$ cat src/rtl/hb_pkg.sv
package hb_pkg;
   localparam int HW  = 16;
   localparam int XW  = 2 * HW;
   localparam int BW  = HW / 2;

   typedef enum logic [3:0] {
      HS_IDLE, HS_S0, HS_S1, HS_S2, HS_S3, HS_S4, HS_S5, HS_S6, HS_S7
   } hstate_e;

   typedef enum logic [1:0] {
      AX_IDLE, AX_RUN, AX_DONE
   } axstate_e;
endpackage

$ cat src/rtl/hb_timebase.sv
module hb_timebase #(
   parameter int HALF_DIV = 3
) (
   input  logic clk,
   input  logic rst_n,
   output logic tick,
   output logic host_clk
);
   localparam int CW = (HALF_DIV > 1) ? $clog2(HALF_DIV) : 1;

   logic [CW-1:0] cnt_q;

   assign tick = (cnt_q == CW'(HALF_DIV - 1));

   always_ff @(posedge clk or negedge rst_n) begin
      if (!rst_n) begin
         cnt_q    <= '0;
         host_clk <= 1'b0;
      end else if (tick) begin
         cnt_q    <= '0;
         host_clk <= ~host_clk;
      end else begin
         cnt_q    <= cnt_q + 1'b1;
      end
   end


   hclk_pace_chk: assert property (@(posedge clk) disable iff (!rst_n)
      !tick |=> $stable(host_clk));
endmodule

$ cat src/rtl/hb_arbiter.sv
module hb_arbiter #(
   parameter int BG_SYNC = 2
) (
   input  logic clk,
   input  logic rst_n,
   input  logic bg_n,
   output logic br_n,
   output logic owned
);
   logic [BG_SYNC-1:0] sync_q;

   generate
      if (BG_SYNC == 1) begin : g_one
         always_ff @(posedge clk or negedge rst_n) begin
            if (!rst_n) sync_q <= '1;
            else        sync_q <= bg_n;
         end
      end else begin : g_chain
         always_ff @(posedge clk or negedge rst_n) begin
            if (!rst_n) sync_q <= '1;
            else        sync_q <= {sync_q[BG_SYNC-2:0], bg_n};
         end
      end
   endgenerate

   always_ff @(posedge clk or negedge rst_n) begin
      if (!rst_n) begin
         br_n  <= 1'b1;
         owned <= 1'b0;
      end else begin
         br_n <= 1'b0;
         if (!br_n && !sync_q[BG_SYNC-1]) owned <= 1'b1;
      end
   end


   own_sticky_chk: assert property (@(posedge clk) disable iff (!rst_n)
      owned |=> owned && !br_n);
endmodule

$ cat src/rtl/hb_seq.sv
module hb_seq
   import hb_pkg::*;
#(
   parameter int AW       = 24,
   parameter int HALF_DIV = 3
) (
   input  logic          clk,
   input  logic          rst_n,
   input  logic          tick,
   input  logic          go,
   input  logic          wr,
   input  logic [AW-2:0] waddr,
   input  logic [1:0]    lanes,
   input  logic [HW-1:0] wdata,
   input  logic          dtack_n,
   input  logic [HW-1:0] din,
   output logic          done,
   output logic [HW-1:0] rdata,
   output logic [AW-2:0] addr,
   output logic          rw,
   output logic          as_n,
   output logic          uds_n,
   output logic          lds_n,
   output logic [HW-1:0] dout,
   output logic          dout_en
);
   localparam int GAP_MIN = 2 * HALF_DIV;
   localparam int GW      = $clog2(GAP_MIN + 1);

   hstate_e    st;
   logic       wr_l;
   logic [1:0] lanes_l;
   logic [GW-1:0] gap_q;

   assign done = (st == HS_S7) && tick;

   always_ff @(posedge clk or negedge rst_n) begin
      if (!rst_n) begin
         st      <= HS_IDLE;
         as_n    <= 1'b1;
         uds_n   <= 1'b1;
         lds_n   <= 1'b1;
         rw      <= 1'b1;
         addr    <= '0;
         dout    <= '0;
         dout_en <= 1'b0;
         rdata   <= '0;
         wr_l    <= 1'b0;
         lanes_l <= 2'b00;
      end else if (tick) begin
         case (st)
            HS_IDLE: if (go) begin
               st      <= HS_S0;
               addr    <= waddr;
               rw      <= ~wr;
               wr_l    <= wr;
               lanes_l <= lanes;
               dout    <= wdata;
            end
            HS_S0: st <= HS_S1;
            HS_S1: begin
               st      <= HS_S2;
               as_n    <= 1'b0;
               uds_n   <= ~lanes_l[1];
               lds_n   <= ~lanes_l[0];
               dout_en <= wr_l;
            end
            HS_S2: st <= HS_S3;
            HS_S3: st <= HS_S4;
            HS_S4: if (!dtack_n) st <= HS_S5;
            HS_S5: st <= HS_S6;
            HS_S6: begin
               st    <= HS_S7;
               rdata <= din;
               as_n  <= 1'b1;
               uds_n <= 1'b1;
               lds_n <= 1'b1;
            end
            HS_S7: begin
               st      <= HS_IDLE;
               rw      <= 1'b1;
               dout_en <= 1'b0;
            end
            default: st <= HS_IDLE;
         endcase
      end
   end

   always_ff @(posedge clk or negedge rst_n) begin
      if (!rst_n)                      gap_q <= '0;
      else if (!as_n)                  gap_q <= '0;
      else if (gap_q < GW'(GAP_MIN))   gap_q <= gap_q + 1'b1;
   end


   dtack_wait_chk: assert property (@(posedge clk) disable iff (!rst_n)
      (st == HS_S4 && tick && dtack_n) |=> (st == HS_S4 && !as_n));


   strobe_pair_chk: assert property (@(posedge clk) disable iff (!rst_n)
      as_n |-> (uds_n && lds_n));


   as_gap_chk: assert property (@(posedge clk) disable iff (!rst_n)
      (!as_n && $past(as_n)) |-> (gap_q >= GW'(GAP_MIN)));
endmodule

$ cat src/rtl/acc_host_bridge.sv
module acc_host_bridge
   import hb_pkg::*;
#(
   parameter int AW       = 24,
   parameter int HALF_DIV = 3,
   parameter int BG_SYNC  = 2
) (
   input  logic          clk,
   input  logic          rst_n,
   output logic          acc_rst_n,
   input  logic          acc_req,
   input  logic          acc_wr,
   input  logic [1:0]    acc_size,
   input  logic [AW-1:0] acc_addr,
   input  logic [31:0]   acc_wdata,
   output logic [31:0]   acc_rdata,
   output logic          acc_ack,
   output logic          host_clk,
   output logic          host_br_n,
   input  logic          host_bg_n,
   output logic          host_drive,
   output logic [AW-2:0] host_addr,
   output logic          host_rw,
   output logic          host_as_n,
   output logic          host_uds_n,
   output logic          host_lds_n,
   output logic [15:0]   host_dout,
   output logic          host_dout_en,
   input  logic [15:0]   host_din,
   input  logic          host_dtack_n
);
   initial begin
      if (HALF_DIV < 1 || AW < 4 || BG_SYNC < 1 || BG_SYNC > 3 || HW != 16)
         $fatal(1, "acc_host_bridge: parameter out of range");
   end

   logic          tick;
   logic          owned;
   axstate_e      ax_st;
   logic          wr_q;
   logic [1:0]    size_q;
   logic [AW-1:0] addr_q;
   logic [XW-1:0] wdata_q;
   logic          idx_q;
   logic [HW-1:0] hi_q;
   logic [XW-1:0] rdata_q;

   logic          seq_go, seq_done;
   logic [AW-2:0] seq_waddr;
   logic [1:0]    seq_lanes;
   logic [HW-1:0] seq_wdata, seq_rdata;
   logic          is_long, is_byte;

   hb_timebase #(.HALF_DIV(HALF_DIV)) u_tb (
      .clk(clk), .rst_n(rst_n), .tick(tick), .host_clk(host_clk));

   hb_arbiter #(.BG_SYNC(BG_SYNC)) u_arb (
      .clk(clk), .rst_n(rst_n), .bg_n(host_bg_n),
      .br_n(host_br_n), .owned(owned));

   assign acc_rst_n  = owned;
   assign host_drive = owned;

   assign is_long = size_q[1];
   assign is_byte = (size_q == 2'b00);
   assign seq_go  = (ax_st == AX_RUN);
   assign seq_waddr = addr_q[AW-1:1] + (AW-1)'(idx_q);

   always_comb begin
      if (is_byte) begin
         seq_lanes = addr_q[0] ? 2'b01 : 2'b10;
         seq_wdata = {wdata_q[BW-1:0], wdata_q[BW-1:0]};
      end else if (is_long) begin
         seq_lanes = 2'b11;
         seq_wdata = idx_q ? wdata_q[HW-1:0] : wdata_q[XW-1:HW];
      end else begin
         seq_lanes = 2'b11;
         seq_wdata = wdata_q[HW-1:0];
      end
   end

   hb_seq #(.AW(AW), .HALF_DIV(HALF_DIV)) u_seq (
      .clk(clk), .rst_n(rst_n), .tick(tick), .go(seq_go),
      .wr(wr_q), .waddr(seq_waddr), .lanes(seq_lanes), .wdata(seq_wdata),
      .dtack_n(host_dtack_n), .din(host_din),
      .done(seq_done), .rdata(seq_rdata),
      .addr(host_addr), .rw(host_rw), .as_n(host_as_n),
      .uds_n(host_uds_n), .lds_n(host_lds_n),
      .dout(host_dout), .dout_en(host_dout_en));

   always_ff @(posedge clk or negedge rst_n) begin
      if (!rst_n) begin
         ax_st   <= AX_IDLE;
         wr_q    <= 1'b0;
         size_q  <= 2'b00;
         addr_q  <= '0;
         wdata_q <= '0;
         idx_q   <= 1'b0;
         hi_q    <= '0;
         rdata_q <= '0;
      end else begin
         case (ax_st)
            AX_IDLE: if (acc_req && owned) begin
               ax_st   <= AX_RUN;
               wr_q    <= acc_wr;
               size_q  <= acc_size;
               addr_q  <= acc_addr;
               wdata_q <= acc_wdata;
               idx_q   <= 1'b0;
            end
            AX_RUN: if (seq_done) begin
               if (is_long && !idx_q) begin
                  idx_q <= 1'b1;
                  hi_q  <= seq_rdata;
               end else begin
                  ax_st <= AX_DONE;
                  if (!wr_q) begin
                     if (is_long)
                        rdata_q <= {hi_q, seq_rdata};
                     else if (is_byte)
                        rdata_q <= {{(XW-BW){1'b0}},
                                    addr_q[0] ? seq_rdata[BW-1:0] : seq_rdata[HW-1:BW]};
                     else
                        rdata_q <= {{(XW-HW){1'b0}}, seq_rdata};
                  end
               end
            end
            AX_DONE: if (!acc_req) ax_st <= AX_IDLE;
            default: ax_st <= AX_IDLE;
         endcase
      end
   end

   assign acc_ack   = (ax_st == AX_DONE);
   assign acc_rdata = rdata_q;


   quiet_before_grant_chk: assert property (@(posedge clk) disable iff (!rst_n)
      !acc_rst_n |-> (host_as_n && host_uds_n && host_lds_n));


   br_hold_chk: assert property (@(posedge clk) disable iff (!rst_n)
      acc_rst_n |-> !host_br_n);


   ack_quiet_chk: assert property (@(posedge clk) disable iff (!rst_n)
      acc_ack |-> host_as_n);


   rdata_hold_chk: assert property (@(posedge clk) disable iff (!rst_n)
      (acc_ack && $past(acc_ack)) |-> $stable(acc_rdata));


   ack_until_drop_chk: assert property (@(posedge clk) disable iff (!rst_n)
      (acc_ack && acc_req) |=> acc_ack);
endmodule

$ cat config.mk
export PLATFORM = sky130hd
export DESIGN_NAME = acc_host_bridge
export DESIGN_NICKNAME = d
export VERILOG_FILES = /design/src/rtl/hb_pkg.sv /design/src/rtl/hb_timebase.sv /design/src/rtl/hb_arbiter.sv /design/src/rtl/hb_seq.sv /design/src/rtl/acc_host_bridge.sv
export SDC_FILE = /design/constraint.sdc
export NUM_CORES = 1
export LEC_CHECK = 0
export CORE_MARGIN = 10
export CORE_UTILIZATION = 45
export CTS_CLUSTER_DIAMETER = 60
export DETAILED_ROUTE_END_ITERATION = 10
export PLACE_DENSITY = 0.72
export SKIP_LAST_GASP = 1
export SYNTH_ARGS = -nofsm -noshare
export SYNTH_HDL_FRONTEND = slang
export SYNTH_SLANG_ARGS = --single-unit
$ cat constraint.sdc
create_clock -name clk -period 2.3 [get_ports clk]
set_input_delay 0.46 -clock clk [delete_from_list [all_inputs] [get_ports clk]]
set_output_delay 0.46 -clock clk [all_outputs]
set_load 0.1 [all_outputs]
==> results of run 1 <==
-- where the power goes --
part | internal, W | switching, W
clock network | 0.00151 | 0.00133
logic | 0.00161 | 0.00414
registers | 0.00426 | 0.000904
-- state kept, by name, summed over array words and instances, names as in the netlist, 2 cells and up --
name,cells
acc_rdata,32
wdata_q,32
addr_q,24
u_seq.addr,23
hi_q,16
u_seq.dout,16
u_seq.rdata,16
u_seq.st,4
ax_st,2
size_q,2
u_arb.sync_q,2
u_seq.lanes_l,2
u_tb.cnt_q,2
-- worst max-delay path by stage --
stage / start / to / slack [ns] / depth (start not counted)
finish: u_seq.st[1]$_DFFE_PN0P_ / u_seq.addr[2]$_DFFE_PN0P_ / 0.15 / 5
global route: u_seq.st[1]$_DFFE_PN0P_ / u_seq.addr[2]$_DFFE_PN0P_ / 0.05 / 5
CTS: u_seq.st[1]$_DFFE_PN0P_ / u_seq.addr[2]$_DFFE_PN0P_ / 0.15 / 5
detailed placement: acc_req / wdata_q[19]$_DFFE_PN0P_ / 0.18 / 5
global placement: acc_req / wdata_q[1]$_DFFE_PN0P_ / 0.21 / 5
floorplan: u_arb.owned$_DFFE_PN0P_ / addr_q[0]$_DFFE_PN0P_ / 0.04 / 4
-- per-stage QoR --
step / total power (W) / instances
6_report: 0.01376 / 1074
3_5_place_dp: 0.01101 / 1041
3_3_place_gp: 0.01084 / 1041
4_1_cts: 0.01386 / 1074
2_1_floorplan: 0.009375 / 673
5_1_grt: 0.01439 / 1074
-- cells by family after synthesis --
| kind of cell | synth area share |
|---|---|
| and+or+nand+nor | 0.1221 |
| xor gates and xnor gates | 0.01462 |
| muxes | 0.1375 |
| other | 0.0004814 |
| buffers and inverters | 0.04192 |
| DFF | 0.5922 |
| adders and majority gates | 0.003212 |
| AOI/OAI and AO/OA | 0.08802 |
-- worst max-delay path: stages (launching register included) --
cell and delay, ns:
sky130_fd_sc_hd__dfrtp_1 0.47, sky130_fd_sc_hd__or4_1 0.57, sky130_fd_sc_hd__or2_2 0.49, sky130_fd_sc_hd__buf_4 0.28, sky130_fd_sc_hd__nand2_1 0.09, sky130_fd_sc_hd__o21ai_0 0.10
-- synth_stat cells, types with 2 or more instances --
cell type and count:
sky130_fd_sc_hd__nand2_1 69, sky130_fd_sc_hd__buf_2 10, sky130_fd_sc_hd__a21o_1 10, sky130_fd_sc_hd__dfrtp_1 177, sky130_fd_sc_hd__a21oi_1 7, sky130_fd_sc_hd__or2_2 4
sky130_fd_sc_hd__dfstp_2 7, sky130_fd_sc_hd__nor3_1 10, sky130_fd_sc_hd__o311ai_0 2, sky130_fd_sc_hd__nand3b_1 2, sky130_fd_sc_hd__nor4_1 4, sky130_fd_sc_hd__mux2i_1 8
sky130_fd_sc_hd__xor2_1 2, sky130_fd_sc_hd__a21oi_2 3, sky130_fd_sc_hd__inv_1 33, sky130_fd_sc_hd__or4_1 7, sky130_fd_sc_hd__xnor2_1 11, sky130_fd_sc_hd__or3_1 2
sky130_fd_sc_hd__nand2b_1 5, sky130_fd_sc_hd__nor2_1 41, sky130_fd_sc_hd__clkbuf_1 20, sky130_fd_sc_hd__ha_1 2, sky130_fd_sc_hd__a31oi_1 18, sky130_fd_sc_hd__mux2_2 88
sky130_fd_sc_hd__o21ai_1 3, sky130_fd_sc_hd__nand4_1 6, sky130_fd_sc_hd__nor2b_1 4, sky130_fd_sc_hd__buf_6 4, sky130_fd_sc_hd__buf_4 3, sky130_fd_sc_hd__o31ai_1 5
sky130_fd_sc_hd__a311oi_1 8, sky130_fd_sc_hd__o21ai_0 44, sky130_fd_sc_hd__nand3_1 32, sky130_fd_sc_hd__clkbuf_2 2
-- final cells by class --
cell class / instances / area, µm² / area share
Clock inverter: 15 / 148.9 / 0.01474
Timing Repair Buffer: 183 / 1650 / 0.1634
Tap cell: 225 / 281.5 / 0.02787
Clock buffer: 17 / 425.4 / 0.04211
Sequential cell: 184 / 4614 / 0.4568
Inverter: 33 / 123.9 / 0.01226
Multi-Input combinational cell: 417 / 2858 / 0.2829
-- timing repair --
| action | in CTS | in global routing |
|---|---|---|
| endpoints found under the hold margin | 36 | 0 |
| setup buffers | 0 | 0 |
| hold buffers | 1 | 0 |
-- per-layer routing --
metal	global-route usage	share of wire	vias to the layer above
met2	0.2917	0.51	128
met5	0	0	-
met1	0.2224	0.43	2834
met4	0.05672	0.014	0
li1	-	-	2681
met3	0.04277	0.050	16
-- placed cells by master, fill, tap and decap left out, types with 3 or more instances in the layout --
cell type and n:
sky130_fd_sc_hd__nand2b_1 5, sky130_fd_sc_hd__nor3_1 9, sky130_fd_sc_hd__nand4_1 6, sky130_fd_sc_hd__or2_2 4
sky130_fd_sc_hd__nor2b_1 3, sky130_fd_sc_hd__clkinv_4 3, sky130_fd_sc_hd__inv_6 3, sky130_fd_sc_hd__nand2_1 69
sky130_fd_sc_hd__a21oi_2 3, sky130_fd_sc_hd__nand3_1 32, sky130_fd_sc_hd__a31oi_1 18, sky130_fd_sc_hd__a21oi_1 7
sky130_fd_sc_hd__dfstp_2 7, sky130_fd_sc_hd__mux2i_1 8, sky130_fd_sc_hd__xnor2_1 11, sky130_fd_sc_hd__clkbuf_16 17
sky130_fd_sc_hd__nor2_1 41, sky130_fd_sc_hd__o31ai_1 5, sky130_fd_sc_hd__buf_4 97, sky130_fd_sc_hd__clkdlybuf4s50_1 78
sky130_fd_sc_hd__or4_1 7, sky130_fd_sc_hd__nor4_1 4, sky130_fd_sc_hd__inv_1 33, sky130_fd_sc_hd__o21ai_0 44
sky130_fd_sc_hd__clkinvlp_4 6, sky130_fd_sc_hd__dfrtp_1 176, sky130_fd_sc_hd__a311oi_1 8, sky130_fd_sc_hd__buf_12 6
sky130_fd_sc_hd__o21ai_1 3, sky130_fd_sc_hd__mux2_2 88, sky130_fd_sc_hd__a21o_1 10
==> impl_summary.log, run 1 <==
[metrics] total number of placement rows: 48
[metrics] worst endpoint required time: about 2.6 ns
[metrics] Port Buf Inserts: 160
[metrics] kind of start point of the critical path: register
[metrics] Worst R2R Path Depth: 5
[metrics] ANT nets after route: 0
[metrics] cells taking the most area after synthesis: sky130_fd_sc_hd__dfrtp_1 (57%), sky130_fd_sc_hd__mux2_2 (13%), sky130_fd_sc_hd__nand2_1 (3.3%)
[metrics] worst min-delay path startpoint: u_arb.sync_q[0]$_DFF_PN1_
[metrics] Tcrit/Tclk final: 0.9342
[metrics] Area growth, synth to finish: 29.68%
[metrics] overall die area: roughly 0.023 mm²
[metrics] Wirelength per Cell: approximately 18 µm
[metrics] largest buffer count on any clock path: 2
[metrics] cell area reported after detailed placement: 0.009518 mm²
[metrics] CP max FO: 25
[metrics] first-pass GRT wire length: between 30000 and 40000 µm
[metrics] endpoints failing hold: 0
[metrics] Routed Wire Length: approximately 20000 µm
[metrics] CP Capture Type: register
[metrics] TritonCTS clock tree: done
[metrics] Finished Cell Area: 0.01010 mm²
[metrics] Maximum Capacitance Violations: 0
[metrics] via count: approximately 5700
[metrics] Ys Warns: 0
[metrics] run status: finished clean
[metrics] number of enable-type register cells in the synthesized netlist: 0
[metrics] type of the tightest min-delay check: register to register
[metrics] number of buffers created by CTS: 17
[metrics] HPWL after DPL: approximately 14000 µm
[metrics] per-instance average area after synthesis: approximately 12 µm²
[metrics] number of clock sinks: 184
[metrics] min setup slack post-route: 0.1513 ns
[metrics] data arrival time of the worst path: approximately 2.4 ns
[metrics] most area-hungry cell type in the Yosys netlist: sky130_fd_sc_hd__dfrtp_1
[metrics] share of synthesized area occupied by flip-flops and latches: 0.5922
[metrics] maximum vdd drop: about 0.99 mV
[metrics] die width: between 150 and 200 µm
[metrics] routed via count divided by cell count: around 5.3
[metrics] Root Driver: sky130_fd_sc_hd__clkbuf_16
[metrics] FF-to-FF End: u_seq.addr[2]$_DFFE_PN0P_
[metrics] Tot GR Track Use: 0.1760
[metrics] end point of the worst hold path: u_arb.sync_q[1]$_DFF_PN1_
[metrics] Post-synth top flop: sky130_fd_sc_hd__dfrtp_1
[metrics] depth of the CTS H-tree: 4
[metrics] post-CTS resize count: 0
[metrics] effective utilization at floorplan: 0.4551
[metrics] post-layout minimum cycle time: 2.149 ns
[metrics] Post-Place Worst Slack: roughly 0.18 ns
[metrics] fraction of the core area covered by cells at the end of the flow: 0.5902
[metrics] post-synth cell types: 54
[metrics] async set-or-reset flop fraction in the synthesized netlist: 1.000
[metrics] critical register-to-register path startpoint: u_seq.st[1]$_DFFE_PN0P_
[metrics] Hold Path Stages: 0
[metrics] final worst clock skew: between 0.008 and 0.009 ns
[metrics] number of DRC markers in iteration 0: between 200 and 300
[metrics] cell count after synthesis: 673
[metrics] antenna cells: 0
[metrics] highest attainable clock frequency: 0.4654 GHz
[metrics] number of pins exceeding their max-slew limit in the final report: 0
[metrics] clock transition at the register clock pins on the worst setup and hold paths after CTS: 0.07 ns
[metrics] RePlAce Congestion: roughly 0.80
[metrics] number of global-route vias before repair: ~6000
[metrics] vertical die dimension: about 150 µm
[metrics] CP Class: register to register
[metrics] flop2flop setup slack: around 0.15 ns
[metrics] net count of the mapped netlist: 755
[metrics] first drt pass iteration count: 5
[metrics] fraction of final layout cells with drive strength greater than 1: 0.2898
[metrics] total I/O pin count: between 150 and 200
[metrics] number of antenna violations at the first check in global routing: 0
[metrics] area share of the largest cell type after synthesis: 0.5686
[metrics] clock latency on the worst-skew pair: 0.43 ns
[metrics] # fillers: approximately 1400
[metrics] placeable core region: ~0.017 mm²
[metrics] unrepaired setup endpoints after global routing: no
[metrics] power density of the placed cells: 1362 mW/mm²
[metrics] pin count of the biggest net entering global routing: 65
[metrics] Leak Pwr: ~4.6 nW
[metrics] number of setup violations in the final report: 0
[metrics] flip-flop and latch count after synthesis: between 150 and 200
[metrics] DRC: 0
[metrics] aggregate negative setup slack: 0 ns
[metrics] Post-Route Hold Slack: between 0.3 and 0.4 ns
[metrics] Netlist Area Pre-Place: approximately 0.0078 mm²
[metrics] grt total ovfl: 0
[metrics] net count reported at finish: around 920
(Power assumes the default switching activity.)
==> run 2, diff against run 1 <==
--- a/config.mk
+++ b/config.mk
@@ -5,11 +5,13 @@
 export SDC_FILE = /design/constraint.sdc
 export NUM_CORES = 1
 export LEC_CHECK = 0
-export CORE_MARGIN = 10
-export CORE_UTILIZATION = 45
+export CELL_PAD_IN_SITES_DETAIL_PLACEMENT = 0
+export CELL_PAD_IN_SITES_GLOBAL_PLACEMENT = 2
+export CORE_MARGIN = 2
+export CORE_UTILIZATION = 33
 export CTS_CLUSTER_DIAMETER = 60
 export DETAILED_ROUTE_END_ITERATION = 10
-export PLACE_DENSITY = 0.72
+export PLACE_DENSITY_LB_ADDON = 0.1
 export SKIP_LAST_GASP = 1
 export SYNTH_ARGS = -nofsm -noshare
 export SYNTH_HDL_FRONTEND = slang
==> run 2 against run 1 <==
The flow now finishes with violations (negative hold slack). Power grew 0.94%. First-iteration DRC count shrank 22%. Critical path depth grew 1. Flip-flop and latch count is the same. Routed wire length grew 0.61%. Fmax grew 3.1%. Cell count grew 8.8%. Clock skew grew 0.0035 ns. Utilization shrank 15 points. Combinational power is essentially flat. Critical path type unchanged. Critical endpoint is now u_seq.addr[22]$_DFFE_PN0P_. Largest cell class unchanged.
==> impl_summary.log, run 2 (synthesis gave the netlist of run 1 again) <==
[metrics] die width: 157.6 µm (was 151.6 µm)
[metrics] CP Class: register to register (unchanged)
[metrics] Post-Place Worst Slack: 0.1528 ns (was 0.1767 ns)
[metrics] routed via count divided by cell count: 4.773 (was 5.269)
[metrics] first drt pass iteration count: 4 (was 5)
[metrics] commonest non-fill, non-tap cell in the layout: sky130_fd_sc_hd__dfrtp_1 (unchanged)
[metrics] depth of the CTS H-tree: 4 (unchanged)
[metrics] unrepaired setup endpoints after global routing: no (unchanged)
[metrics] GR met1 Demand/Resource: 0.2292 (was 0.2224)
[metrics] power density of the placed cells: 1349 mW/mm² (was 1362 mW/mm²)
[metrics] CP Capture Type: register (unchanged)
[metrics] Root Driver: sky130_fd_sc_hd__clkbuf_16 (unchanged)
[metrics] TritonCTS clock tree: done (unchanged)
[metrics] combinational group share of total power: 0.413 (was 0.418)
[metrics] number of DRC markers in iteration 0: 218 (was 279)
[metrics] number of global-route vias before repair: 5799 (was 5978)
[metrics] highest attainable clock frequency: 0.4798 GHz (was 0.4654 GHz)
[metrics] CP max FO: 8 (was 25)
[metrics] post-layout minimum cycle time: 2.084 ns (was 2.149 ns)
[metrics] Finished Cell Area: 0.01030 mm² (was 0.01010 mm²)
[metrics] cell area reported after detailed placement: 0.009683 mm² (was 0.009518 mm²)
[metrics] layer carrying the most global-route usage: met2 (unchanged)
[metrics] endpoints failing hold: 3 (was 0)
[metrics] overall die area: 0.02485 mm² (was 0.02297 mm²)
[metrics] HPWL after DPL: 13790 µm (was 14320 µm)
[metrics] fraction of final layout cells with drive strength greater than 1: 0.2921 (was 0.2898)
[metrics] min setup slack post-route: 0.2157 ns (was 0.1513 ns)
[metrics] worst endpoint required time: 2.65 ns (was 2.58 ns)
[metrics] Post-Route Hold Slack: -0.004664 ns (was 0.3544 ns)
[metrics] number of pins exceeding their max-slew limit in the final report: 0 (unchanged)
[metrics] Post-Layout Cell Count: 1169 (was 1074)
[metrics] commonest cells after routing, fill and taps aside: sky130_fd_sc_hd__dfrtp_1 (176), sky130_fd_sc_hd__buf_4 (95), sky130_fd_sc_hd__mux2_2 (88) (was sky130_fd_sc_hd__dfrtp_1 (176), sky130_fd_sc_hd__buf_4 (97), sky130_fd_sc_hd__mux2_2 (88))
[metrics] placeable core region: 0.02333 mm² (was 0.01712 mm²)
[metrics] aggregate negative setup slack: 0 ns (unchanged)
[metrics] final worst clock skew: 0.01229 ns (was 0.008756 ns)
[metrics] maximum vdd drop: 0.7892 mV (was 0.9936 mV)
[metrics] first-pass GRT wire length: 31860 µm (was 31790 µm)
[metrics] number of setup violations in the final report: 0 (unchanged)
[metrics] share of power burned in the clock network: 0.217 (was 0.207)
[metrics] Leak Pwr: 4.646 nW (was 4.593 nW)
[metrics] pin count of the biggest net entering global routing: 65 (unchanged)
[metrics] data arrival time of the worst path: 2.43 ns (about the same)
[metrics] part of the power in registers: 0.370 (was 0.375)
[metrics] slew at the pin closest to its max-slew limit: about 0.51 ns
[metrics] number of placed instances, taps included: 1136 (was 1041)
[metrics] number of antenna violations at the first check in global routing: 1 (was 0)
[metrics] Routed Wire Length: 19830 µm (was 19710 µm)
[metrics] run status: complete, but fails checks (was finished clean)
[metrics] kind of start point of the critical path: register (unchanged)
[metrics] DRC: 0 (unchanged)
[metrics] total of hold buffers inserted after clock tree synthesis: 0 (was 1)
[metrics] via count: 5580 (was 5659)
[metrics] Pint: 0.007497 W (was 0.007388 W)
[metrics] Net Sw Frac: 0.4604 (was 0.4632)
[metrics] total number of placement rows: 56 (was 48)
[metrics] met2 track utilization from global routing: 0.2640 (was 0.2917)
[metrics] Port Buf Inserts: 160 (unchanged)
[metrics] Switch Pwr: 0.006396 W (was 0.006376 W)
[metrics] Maximum Capacitance Violations: 0 (unchanged)
[metrics] effective utilization at floorplan: 0.3339 (was 0.4551)
[metrics] largest buffer count on any clock path: 2 (unchanged)
[metrics] type of the tightest min-delay check: input port to async pin (was register to register)
[metrics] Slew HR: 0.6569
[metrics] fraction of the core area covered by cells at the end of the flow: 0.4413 (was 0.5902)
[metrics] clock latency on the worst-skew pair: 0.44 ns (was 0.43 ns)
[metrics] clock transition at the register clock pins on the worst setup and hold paths after CTS: 0.07 ns (about the same)
[metrics] grt total ovfl: 0 (unchanged)
[metrics] GR met3 Demand/Resource: 0.04380 (was 0.04277)
[metrics] Tcrit/Tclk final: 0.9062 (was 0.9342)
[metrics] ANT nets after route: 0 (unchanged)
[metrics] Area growth, synth to finish: 32.17% (was 29.68%)
[metrics] RePlAce Congestion: 0.7690 (was 0.7972)
[metrics] number of clock sinks: 184 (unchanged)
[metrics] total I/O pin count: 161 (unchanged)
[metrics] Tot GR Track Use: 0.1681 (was 0.1760)
[metrics] Wirelength per Cell: 16.97 µm (was 18.35 µm)
[metrics] vertical die dimension: 157.6 µm (was 151.6 µm)
[metrics] net count reported at finish: 918 (unchanged)
[metrics] violated checks: negative hold slack
[metrics] number of buffers created by CTS: 17 (unchanged)
==> run 2: per-layer routing <==
layer,share of wire,vias to the layer above
li1,-,2673
met1,0.47,2782
met2,0.47,109
met3,0.050,16
met4,0.011,0
met5,0,-
==> run 2: through the flow <==
step | hold slack (ns) | total power, W
final | -0.004664 | 0.01389
after global routing | 0.02308 | 0.01463
after CTS | 0.01278 | 0.01410
after detailed placement | 0.3475 | 0.01101
after global placement | 0.3485 | 0.01094
after floorplan | 0.1644 | 0.009375
==> run 2: final cells by class <==
| type | instances | area (µm²) |
|---|---|---|
| multi-input combinational | 417 | 2861 |
| sequential | 184 | 4614 |
| antenna | 1 | 2.502 |
| fill | 2250 | 13040 |
| clock buffer | 19 | 452.9 |
| clock inverter | 13 | 153.9 |
| timing repair buffer | 183 | 1688 |
| inverter | 33 | 123.9 |
| tap | 319 | 399.1 |
==> run 2: power by group through the flow <==
stage | Clock, W | Sequential, W | Combinational (W)
after detailed placement | 0 | 0.00522 | 0.00579
after CTS | 0.00313 | 0.00517 | 0.00580
after floorplan | 0 | 0.00781 | 0.00157
after global routing | 0.00326 | 0.00531 | 0.00607
after global placement | 0 | 0.00519 | 0.00575
final | 0.00301 | 0.00514 | 0.00574
==> run 2: path summary, 6_finish.rpt <==
path / startpoint / slack [ns] / endpoint / depth (start not counted)
setup / recovery: idx_q$_DFFE_PN0P_ / 0.22 / u_seq.addr[22]$_DFFE_PN0P_ / 6
hold / removal: rst_n / -0.005 / u_tb.host_clk$_DFFE_PN0N_ / 1
setup reg to reg: idx_q$_DFFE_PN0P_ / 0.22 / u_seq.addr[22]$_DFFE_PN0P_ / 6
hold reg to reg: u_arb.sync_q[0]$_DFF_PN1_ / 0.36 / u_arb.sync_q[1]$_DFF_PN1_ / 0
max in group asynchronous: rst_n / 1.62 / u_arb.sync_q[0]$_DFF_PN1_ / 2
min in group clk: u_arb.sync_q[0]$_DFF_PN1_ / 0.36 / u_arb.sync_q[1]$_DFF_PN1_ / 0
==> run 2: worst max-delay path, stage by stage (launching register included) <==
cell and delay [ns]:
sky130_fd_sc_hd__dfrtp_1 0.43, sky130_fd_sc_hd__ha_1 0.21, sky130_fd_sc_hd__ha_1 0.22, sky130_fd_sc_hd__nand2_1 0.15, sky130_fd_sc_hd__or2_1 0.34, sky130_fd_sc_hd__or4_1 0.49
sky130_fd_sc_hd__a31oi_1 0.16
==> run 2: timing repair <==
action | in CTS | in global routing
setup buffers | 0 | 0
resized for setup | 0 | 1
setup endpoints to repair | 0 | 1
==> run 3, diff against run 2 <==
--- a/config.mk
+++ b/config.mk
@@ -11,6 +11,7 @@
 export CORE_UTILIZATION = 33
 export CTS_CLUSTER_DIAMETER = 60
 export DETAILED_ROUTE_END_ITERATION = 10
+export GPL_TIMING_DRIVEN = 0
 export PLACE_DENSITY_LB_ADDON = 0.1
 export SKIP_LAST_GASP = 1
 export SYNTH_ARGS = -nofsm -noshare
==> run 3 against run 2 <==
The run now ends clean. Register-to-register slack got worse by 0.096 ns. Power down 1.5%. Clock skew grew 0.0020 ns. Worst setup slack lost 0.15 ns. Via count is 2.8% higher. Count of clock-buffer cells in the layout shrank 1. Sequential share of layout area is 0.40 points lower. Design area rose by 0.92%. Worst hold slack improved by 0.048 ns.
==> impl_summary.log, run 3 (synthesis gave the netlist of run 1 again) <==
[metrics] run status: finished clean (was complete, but fails checks)
[metrics] first-pass GRT wire length: 33860 µm (was 31860 µm)
[metrics] Area growth, synth to finish: 33.39% (was 32.17%)
[metrics] depth of the CTS H-tree: 4 (unchanged)
[metrics] fraction of final layout cells with drive strength greater than 1: 0.2051 (was 0.2921)
[metrics] min setup slack post-route: 0.06193 ns (was 0.2157 ns)
[metrics] DRC: 0 (unchanged)
[metrics] Routed Wire Length: 21150 µm (was 19830 µm)
[metrics] # fillers: 2256 (was 2250)
[metrics] total of hold buffers inserted after clock tree synthesis: 0 (unchanged)
[metrics] Tcrit/Tclk final: 0.9731 (was 0.9062)
[metrics] Port Buf Inserts: 160 (unchanged)
[metrics] kind of start point of the critical path: register (unchanged)
[metrics] placeable core region: 0.02333 mm² (unchanged)
[metrics] net count reported at finish: 937 (was 918)
[metrics] number of buffers created by CTS: 17 (unchanged)
[metrics] Tot GR Track Use: 0.1800 (was 0.1681)
[metrics] worst endpoint required time: 1.84 ns (was 2.65 ns)
[metrics] number of placed instances, taps included: 1154 (was 1136)
[metrics] vertical die dimension: 157.6 µm (unchanged)
[metrics] number of pins exceeding their max-slew limit in the final report: 0 (unchanged)
[metrics] commonest cells after routing, fill and taps aside: sky130_fd_sc_hd__dfrtp_1 (175), sky130_fd_sc_hd__mux2_2 (88), sky130_fd_sc_hd__clkdlybuf4s50_1 (78) (was sky130_fd_sc_hd__dfrtp_1 (176), sky130_fd_sc_hd__buf_4 (95), sky130_fd_sc_hd__mux2_2 (88))
[metrics] Maximum Capacitance Violations: 0 (unchanged)
[metrics] Slew HR: 0.3178 (was 0.6569)
[metrics] power density of the placed cells: 1317 mW/mm² (was 1349 mW/mm²)
[metrics] post-layout minimum cycle time: 2.238 ns (was 2.084 ns)
[metrics] commonest non-fill, non-tap cell in the layout: sky130_fd_sc_hd__dfrtp_1 (unchanged)
[metrics] crit-path leading delay family: buffers and inverters (was simple AND/OR/NAND/NOR gates)
[metrics] number of setup violations in the final report: 0 (unchanged)
[metrics] crit path buf inv count: 1 (was 0)
[metrics] data arrival time of the worst path: 1.78 ns (was 2.43 ns)
[metrics] final worst clock skew: 0.01431 ns (was 0.01229 ns)
[metrics] highest attainable clock frequency: 0.4468 GHz (was 0.4798 GHz)
[metrics] clock transition at the register clock pins on the worst setup and hold paths after CTS: 0.07 ns (about the same)
[metrics] unrepaired setup endpoints after global routing: yes (was no)
[metrics] total number of placement rows: 56 (unchanged)
[metrics] overall die area: 0.02485 mm² (unchanged)
[metrics] die width: 157.6 µm (unchanged)
[metrics] type of the tightest min-delay check: input port to async pin (unchanged)
[metrics] critical register-to-register path startpoint: u_seq.st[0]$_DFFE_PN0P_ (was idx_q$_DFFE_PN0P_)
[metrics] largest stage delay on the critical path: 0.81 ns (was 0.49 ns)
[metrics] CP Capture Type: primary output (was register)
[metrics] GR met1 Demand/Resource: 0.2429 (was 0.2292)
[metrics] number of global-route vias before repair: 6110 (was 5799)
[metrics] Root Driver: sky130_fd_sc_hd__clkbuf_16 (unchanged)
[metrics] effective utilization at floorplan: 0.3339 (unchanged)
[metrics] Post-Place Worst Slack: -0.4905 ns (was 0.1528 ns)
[metrics] Leak Pwr: 4.810 nW (was 4.646 nW)
[metrics] cell area reported after detailed placement: 0.009829 mm² (was 0.009683 mm²)
[metrics] via count: 5734 (was 5580)
[metrics] Wirelength per Cell: 17.80 µm (was 16.97 µm)
[metrics] grt total ovfl: 0 (unchanged)
[metrics] GR met3 Demand/Resource: 0.04435 (was 0.04380)
[metrics] routed via count divided by cell count: 4.827 (was 4.773)
[metrics] number of DRC markers in iteration 0: 287 (was 218)
[metrics] cell with the biggest individual delay on the critical path: sky130_fd_sc_hd__clkdlybuf4s15_1 (was sky130_fd_sc_hd__or4_1)
[metrics] slew at the pin closest to its max-slew limit: 1.027 ns (was 0.5147 ns)
[metrics] ANT nets after route: 0 (unchanged)
[metrics] Finished Cell Area: 0.01039 mm² (was 0.01030 mm²)
[metrics] first drt pass iteration count: 4 (unchanged)
[metrics] crit path from: u_seq.uds_n$_DFFE_PN1P_ (was idx_q$_DFFE_PN0P_)
[metrics] met2 track utilization from global routing: 0.2884 (was 0.2640)
[metrics] total I/O pin count: 161 (unchanged)
[metrics] number of antenna violations at the first check in global routing: 1 (unchanged)
[metrics] number of clock sinks: 184 (unchanged)
[metrics] maximum vdd drop: 0.9405 mV (was 0.7892 mV)
[metrics] largest buffer count on any clock path: 2 (unchanged)
[metrics] pin count of the biggest net entering global routing: 95 (was 65)
[metrics] Post-Layout Cell Count: 1188 (was 1169)
[metrics] TritonCTS clock tree: done (unchanged)
[metrics] HPWL after DPL: 15300 µm (was 13790 µm)
[metrics] endpoints failing hold: 0 (was 3)
[metrics] CP max FO: 2 (was 8)
[metrics] list of cells traversed by the critical path: clkdlybuf4s15_1 (was ha_1 > ha_1 > nand2_1 > or2_1 > or4_1 > a31oi_1)
[metrics] clock latency on the worst-skew pair: 0.44 ns (about the same)
[metrics] RePlAce Congestion: 0.7935 (was 0.7690)
[metrics] CP Class: register to primary output (was register to register)
[metrics] layer carrying the most global-route usage: met2 (unchanged)
-- run 3: changes by cell type in the layout (fill, tap and decap cells not counted), moves of 2 or more --
cell                              delta
sky130_fd_sc_hd__inv_6               +3
sky130_fd_sc_hd__buf_6               +4
sky130_fd_sc_hd__buf_4              -91
sky130_fd_sc_hd__dlygate4sd2_1      +74
sky130_fd_sc_hd__buf_2              +10
sky130_fd_sc_hd__clkbuf_2           +10
sky130_fd_sc_hd__clkbuf_1           +12
sky130_fd_sc_hd__nor2_1              -2
sky130_fd_sc_hd__clkdlybuf4s15_1     +5
sky130_fd_sc_hd__clkbuf_8            -2
sky130_fd_sc_hd__inv_8               -2
sky130_fd_sc_hd__buf_12              -8
-- run 3: final timing paths --
path / endpoint / slack (ns) / cells past startpoint
max reg2reg: hi_q[6]$_DFFE_PN0P_ / 0.12 / 6
min reg2reg: u_arb.sync_q[1]$_DFF_PN1_ / 0.36 / 0
max in group asynchronous: idx_q$_DFFE_PN0P_ / 1.28 / 2
min: u_tb.host_clk$_DFFE_PN0N_ / 0.04 / 1
min in group clk: u_arb.sync_q[1]$_DFF_PN1_ / 0.36 / 0
max: host_uds_n / 0.06 / 1
-- run 3: stage by stage --
step             TNS, ns  total power (W)  hold WS, ns    util
3_3_place_gp    -1331.38          0.01103       0.3476  0.4197
4_1_cts          -0.2089          0.01383      0.08232  0.4441
5_1_grt        -0.008133          0.01442       0.1058  0.4452
3_5_place_dp      -26.53          0.01111       0.3478  0.4213
2_1_floorplan          0         0.009375       0.1644       -
6_report               0          0.01368      0.04306  0.4454
-- run 3: final cells by class --
| type | count | area (µm²) | share of cell area |
|---|---|---|---|
| flip-flops and latches | 184 | 4616 | 0.4442 |
| multi-input cells | 417 | 2874 | 0.2766 |
| repair buffers | 164 | 1570 | 0.1511 |
| clock buffers | 18 | 439.2 | 0.04226 |
| well taps | 319 | 399.1 | 0.03841 |
| plain buffers | 38 | 210.2 | 0.02023 |
| clock inverters | 14 | 156.4 | 0.01505 |
| inverters | 33 | 123.9 | 0.01192 |
| diodes | 1 | 2.502 | 0.0002408 |
-- run 3: what timing repair did --
action | CTS | global route
pin swaps | 1 | 0
buffers inserted | 2 | 0
endpoints found under the setup margin | 142 | 91
hold endpoints to repair | 0 | 0
gates resized for setup | 87 | 23
-- run 3: power breakdown --
part           switching [W]  total (W)  internal [W]
clock network        0.00140    0.00298       0.00157
registers           0.000839    0.00510       0.00426
logic                0.00415    0.00561       0.00146
total                0.00639     0.0137       0.00729
-- run 3: layer usage --
layer  routed length [µm]  share of wire
met3                 1042          0.049
met5                    0              0
met4                  350          0.017
met2                 9948           0.47
met1                 9805           0.46
